### config.mk
export PLATFORM = sky130hd
export DESIGN_NAME = drive_adjust_calc
export DESIGN_NICKNAME = d
export VERILOG_FILES = /design/src/rtl/drive_adj_pkg.sv /design/src/rtl/lane_req_reduce.sv /design/src/rtl/drive_level_clamp.sv /design/src/rtl/drive_adjust_calc.sv
export SDC_FILE = /design/constraint.sdc
export NUM_CORES = 1
export LEC_CHECK = 0
export BUFFER_PORTS_ARGS = -buffer_cell sky130_fd_sc_hd__buf_2
export CELL_PAD_IN_SITES_DETAIL_PLACEMENT = 1
export CELL_PAD_IN_SITES_GLOBAL_PLACEMENT = 2
export CORE_ASPECT_RATIO = 1.75
export CORE_UTILIZATION = 27
export DETAILED_ROUTE_END_ITERATION = 8
export PLACE_DENSITY_LB_ADDON = 0.08
export SLEW_MARGIN = 20
export SYNTH_ARGS = -nofsm -noshare
export SYNTH_HDL_FRONTEND = slang
export SYNTH_SLANG_ARGS = --single-unit
### constraint.sdc
create_clock -name clk -period 16.5 [get_ports clk]
set_input_delay 1.65 -clock clk [delete_from_list [all_inputs] [get_ports clk]]
set_output_delay 1.65 -clock clk [all_outputs]
set_load 0.03 [all_outputs]
### src/rtl/drive_adj_pkg.sv
package drive_adj_pkg;
  localparam int LVL_W  = 2;
  localparam int NIB_W  = 2 * LVL_W;
  localparam int BYTE_W = 8;

  typedef logic [LVL_W-1:0] lvl_t;

  typedef struct packed {
    logic [1:0] rsvd;
    logic       pre_sat;
    lvl_t       pre;
    logic       sw_sat;
    lvl_t       sw;
  } tset_t;

  // Highest swing permitted at a given pre-emphasis level
  function automatic lvl_t swing_ceiling(lvl_t pre);
    return lvl_t'(3) - pre;
  endfunction
endpackage

### src/rtl/lane_req_reduce.sv
module lane_req_reduce
  import drive_adj_pkg::*;
#(
  parameter int NUM_LANES = 4,
  parameter int CNT_W     = 3
) (
  input  logic [NUM_LANES*NIB_W-1:0] req,
  input  logic [CNT_W-1:0]           lane_cnt,
  output lvl_t                       sw_max,
  output lvl_t                       pre_max
);
  lvl_t lane_sw  [NUM_LANES];
  lvl_t lane_pre [NUM_LANES];

  for (genvar g = 0; g < NUM_LANES; g++) begin : g_lane
    assign lane_sw[g]  = req[g*NIB_W +: LVL_W];
    assign lane_pre[g] = req[g*NIB_W + LVL_W +: LVL_W];
  end

  always_comb begin
    sw_max  = '0;
    pre_max = '0;
    for (int i = 0; i < NUM_LANES; i++) begin
      if (CNT_W'(i) < lane_cnt) begin
        if (lane_sw[i] > sw_max)   sw_max  = lane_sw[i];
        if (lane_pre[i] > pre_max) pre_max = lane_pre[i];
      end
    end
  end
endmodule

### src/rtl/drive_level_clamp.sv
module drive_level_clamp
  import drive_adj_pkg::*;
(
  input  lvl_t  sw_req,
  input  lvl_t  pre_req,
  input  lvl_t  sw_lim,
  input  lvl_t  pre_lim,
  output tset_t setting
);
  lvl_t pre_c;
  logic pre_sat;
  lvl_t ceil_v;
  lvl_t sw_c;
  lvl_t sw_f;
  logic sw_sat;

  always_comb begin
    // pre-emphasis saturates first
    pre_sat = (pre_req >= pre_lim);
    pre_c   = pre_sat ? pre_lim : pre_req;
    // swing bounded by the coupling ceiling
    ceil_v  = swing_ceiling(pre_c);
    sw_c    = (sw_req > ceil_v) ? ceil_v : sw_req;
    // then swing saturates against its own limit
    sw_sat  = (sw_c >= sw_lim);
    sw_f    = sw_sat ? sw_lim : sw_c;

    setting         = '0;
    setting.pre_sat = pre_sat;
    setting.pre     = pre_c;
    setting.sw_sat  = sw_sat;
    setting.sw      = sw_f;
  end
endmodule

### src/rtl/drive_adjust_calc.sv
module drive_adjust_calc
  import drive_adj_pkg::*;
#(
  parameter int NUM_LANES = 4,
  localparam int REQ_W    = NUM_LANES * NIB_W,
  localparam int CNT_W    = $clog2(NUM_LANES + 1),
  localparam int OUT_W    = NUM_LANES * BYTE_W
) (
  input  logic             clk,
  input  logic             rst,
  input  logic             load,
  input  logic [REQ_W-1:0] adj_req,
  input  logic [CNT_W-1:0] lane_cnt,
  input  logic [1:0]       swing_lim,
  input  logic [1:0]       preemph_lim,
  output logic [OUT_W-1:0] train_set,
  output logic             cfg_err
);
  localparam lvl_t LIM_MIN = lvl_t'(2);

  lvl_t  sw_max;
  lvl_t  pre_max;
  tset_t next_set;
  tset_t set_q;
  logic  err_q;
  logic  lim_bad;

  lane_req_reduce #(
    .NUM_LANES (NUM_LANES),
    .CNT_W     (CNT_W)
  ) u_reduce (
    .req      (adj_req),
    .lane_cnt (lane_cnt),
    .sw_max   (sw_max),
    .pre_max  (pre_max)
  );

  drive_level_clamp u_clamp (
    .sw_req  (sw_max),
    .pre_req (pre_max),
    .sw_lim  (swing_lim),
    .pre_lim (preemph_lim),
    .setting (next_set)
  );

  assign lim_bad = (swing_lim < LIM_MIN) || (preemph_lim < LIM_MIN);

  always_ff @(posedge clk) begin
    if (rst) begin
      set_q <= '0;
      err_q <= 1'b0;
    end else if (load) begin
      set_q <= next_set;
      if (lim_bad) err_q <= 1'b1;
    end
  end

  for (genvar g = 0; g < NUM_LANES; g++) begin : g_fan
    assign train_set[g*BYTE_W +: BYTE_W] = set_q;
  end

  assign cfg_err = err_q;
endmodule

==> flow_metrics.env <==
export IMPL_status="completed"
export IMPL_grt_ovfl_total=0
export IMPL_power_frac_comb_pct=59.7
export IMPL_cp_max_fo=12
export IMPL_clock_path_buffers=2
export IMPL_place_hpwl_microns=2800
export IMPL_grt_first_pass_wirelength_microns=5170
export IMPL_ys_warn_count=0
export IMPL_yosys_top_cells_count="buf_4, ha_1, inv_1"
export IMPL_die_width_microns=54.8
export IMPL_fmaxAchievable_mhz=142
export IMPL_power_switching_mw=0.0518
export IMPL_totalWireLength_microns=3170
export IMPL_yosysTopAreaCellShare_pct=24.7
export IMPL_grt_pass1_vias=1236
export IMPL_synth_edf_count=0
export IMPL_p_clk_share_pct=22.2
export IMPL_hold_viol=0
export IMPL_ioPinCount=59
export IMPL_final_max_slew_viol_count=0
export IMPL_fp_dieH_microns=94.3
export IMPL_end_kind="flip-flop"
export IMPL_cts_clk_slew_worst_paths_ns=0.04
export IMPL_n_antenna_cell=0
export IMPL_layout_drive_gt1_share_pct=31.3
export IMPL_syn_area_sq_um=1320
export IMPL_htree_levels=1
export IMPL_cts_hold_buf=0
export IMPL_multi_input_area_sq_um=918
export IMPL_die_area_sq_um=5160
export IMPL_synthArstFlopShare_pct=0
export IMPL_drt_iter0_drc=6
export IMPL_vias=1234
export IMPL_placed_area_sq_um=1450
export IMPL_final_period_utilization_pct=42.8
export IMPL_area_growth_pct=13.6
export IMPL_ys_flop_type="dfxtp_1"
export IMPL_yosysSeqAreaShare_pct=10.7
export IMPL_root_buffer="clkbuf_8"
export IMPL_synth_top_cell_by_area="ha_1"
export IMPL_core_rowCount=33
export IMPL_final_area_sq_um=1490
export IMPL_clock_latency_ns=0.23
export IMPL_cp_slowest_cell="or3_1"
export IMPL_avgSynthCellArea_sq_um=7.78
export IMPL_start_util_pct=28.2
export IMPL_maxCapViolCount=0
export IMPL_drt_first_pass_iters=4
export IMPL_synth_seq_cells=7
export IMPL_drc=0
export IMPL_globalRouteTotalUtil_pct=13.5
export IMPL_switching_share_pct=45.8
export IMPL_cts_sinks=7
export IMPL_finalSetupViolations=0
export IMPL_core_area_sq_um=4670
export IMPL_cts_tree="built"
export IMPL_cpMostUsedCell="ha_1"
export IMPL_worst_clock_skew_ns=0
export IMPL_wl_per_cell_microns=12.5
export IMPL_finalHoldWorstSlack_ns=0.474
export IMPL_arrival_ns=7.19
export IMPL_n_fill_cell=602
export IMPL_cts_made_buffers=3
export IMPL_critPathMaxStageDelay_ns=0.43
export IMPL_p_int_mw=0.0613
export IMPL_cts_repair_resized=0
export IMPL_post_synth_main_area_contributors="ha_1, buf_4, dfxtp_1"
export IMPL_power_density_nw_per_um2=75.7
export IMPL_worst_setup_path_type="in2reg"
export IMPL_final_nets=254
export IMPL_synth_distinct_cells=44
export IMPL_via_per_inst=4.88
export IMPL_startpoint_type="input port"
export IMPL_seq_area_sq_um=140
export IMPL_seqPwrFrac_pct=18.2
export IMPL_irDropWorstVdd_mv=0.0454
export IMPL_p_leak_nw=0.848
export IMPL_antenna_found_initial=0
export IMPL_min_period_ns=7.06
export IMPL_ant_nets=0
export IMPL_gp_congestion=0.679
export IMPL_grt_max_degree=13
export IMPL_grt_setup_unrepaired="no"
export IMPL_hold_class="reg2reg"
export IMPL_port_buffers=50
export IMPL_setup_tns_ns=0
export IMPL_p_total_mw=0.113
export IMPL_netlist_instances=169
export IMPL_critical_path_required_ns=16.63
export IMPL_postCtsSetupBuffers=0
-- stage by stage --
step | cells | util [%] | setup slack (ns)
after floorplan | 176 | - | 9.83
after global placement | 249 | 31.1 | 9.24
after detailed placement | 249 | 31.1 | 9.13
after CTS | 253 | 32.0 | 9.33
after global routing | 253 | 32.0 | 8.93
final | 253 | 32.0 | 9.44
-- cells in the final DEF (no fill, tap or decap), types with 2 or more instances in the layout --
master | synthesis | routed
nor2b_1 | 2 | 2
or3_1 | 2 | 2
dfxtp_1 | 7 | 7
ha_1 | 26 | 26
o31a_1 | 2 | 2
clkbuf_8 | 0 | 3
a21oi_1 | 7 | 7
nand2b_1 | 7 | 7
o21ai_0 | 3 | 3
o31ai_1 | 2 | 2
nand2_1 | 8 | 8
inv_1 | 20 | 20
mux2i_1 | 4 | 4
a31oi_1 | 3 | 3
o22ai_1 | 2 | 2
o21bai_1 | 2 | 2
a21o_1 | 2 | 2
o21ba_2 | 2 | 2
nand4_1 | 2 | 2
conb_1 | 1 | 8
nor2_1 | 15 | 15
buf_2 | 1 | 50
-- flip-flops by register name, summed over array words and instances, names as in the netlist --
name / cells
train_set: 6
cfg_err: 1
-- power by group through the flow --
stage / clock network [mW] / registers (mW) / logic [mW]
after global routing: 0.0270 / 0.0211 / 0.0760
after floorplan: 0 / 0.0245 / 0.0537
after global placement: 0 / 0.0206 / 0.0663
after CTS: 0.0260 / 0.0207 / 0.0690
after detailed placement: 0 / 0.0210 / 0.0685
final: 0.0251 / 0.0205 / 0.0675
-- final timing paths --
path / slack [ns] / startpoint / endpoint / cells past startpoint
min: 0.47 / cfg_err$_SDFFE_PP0P_ / cfg_err$_SDFFE_PP0P_ / 2
max: 9.44 / lane_cnt[2] / train_set[0]$_SDFFE_PP0P_ / 27
min reg2reg: 0.47 / cfg_err$_SDFFE_PP0P_ / cfg_err$_SDFFE_PP0P_ / 2
max reg2reg: 15.77 / train_set[5]$_SDFFE_PP0P_ / train_set[5]$_SDFFE_PP0P_ / 2
-- cell families after synthesis --
group / synth area share (%)
adder cells (fa/ha/maj): 24.7
other: 0.285
flip-flops: 10.7
multiplexers: 3.04
AND/OR/NAND/NOR: 19.2
buffers and inverters: 21.5
AO/OA/AOI/OAI: 20.6
-- layer usage --
layer  track usage [%]  up-vias  share of wire [%]
met3              1.46        5                4.3
met2              27.2       42                 59
met5                 0        -                  0
met1              12.1      575                 35
met4              5.56        0                1.6
li1                  -      612                  -
-- area by class of cell --
class	instances	share of cell area, %
Clock buffer	4	3.02
Inverter	20	5.03
Multi-Input combinational cell	120	61.5
Sequential cell	7	9.38
Tap cell	52	4.36
Timing Repair Buffer	50	16.8
-- critical path, delay by kind of cell --
family / cells / cell delay [ns]
AO/OA/AOI/OAI: 10 / 2.14
adder cells (fa/ha/maj): 5 / 1.13
buffers and inverters: 2 / 0.20
AND/OR/NAND/NOR: 10 / 2.04
Note: power is estimated with default switching activity, not from simulation.
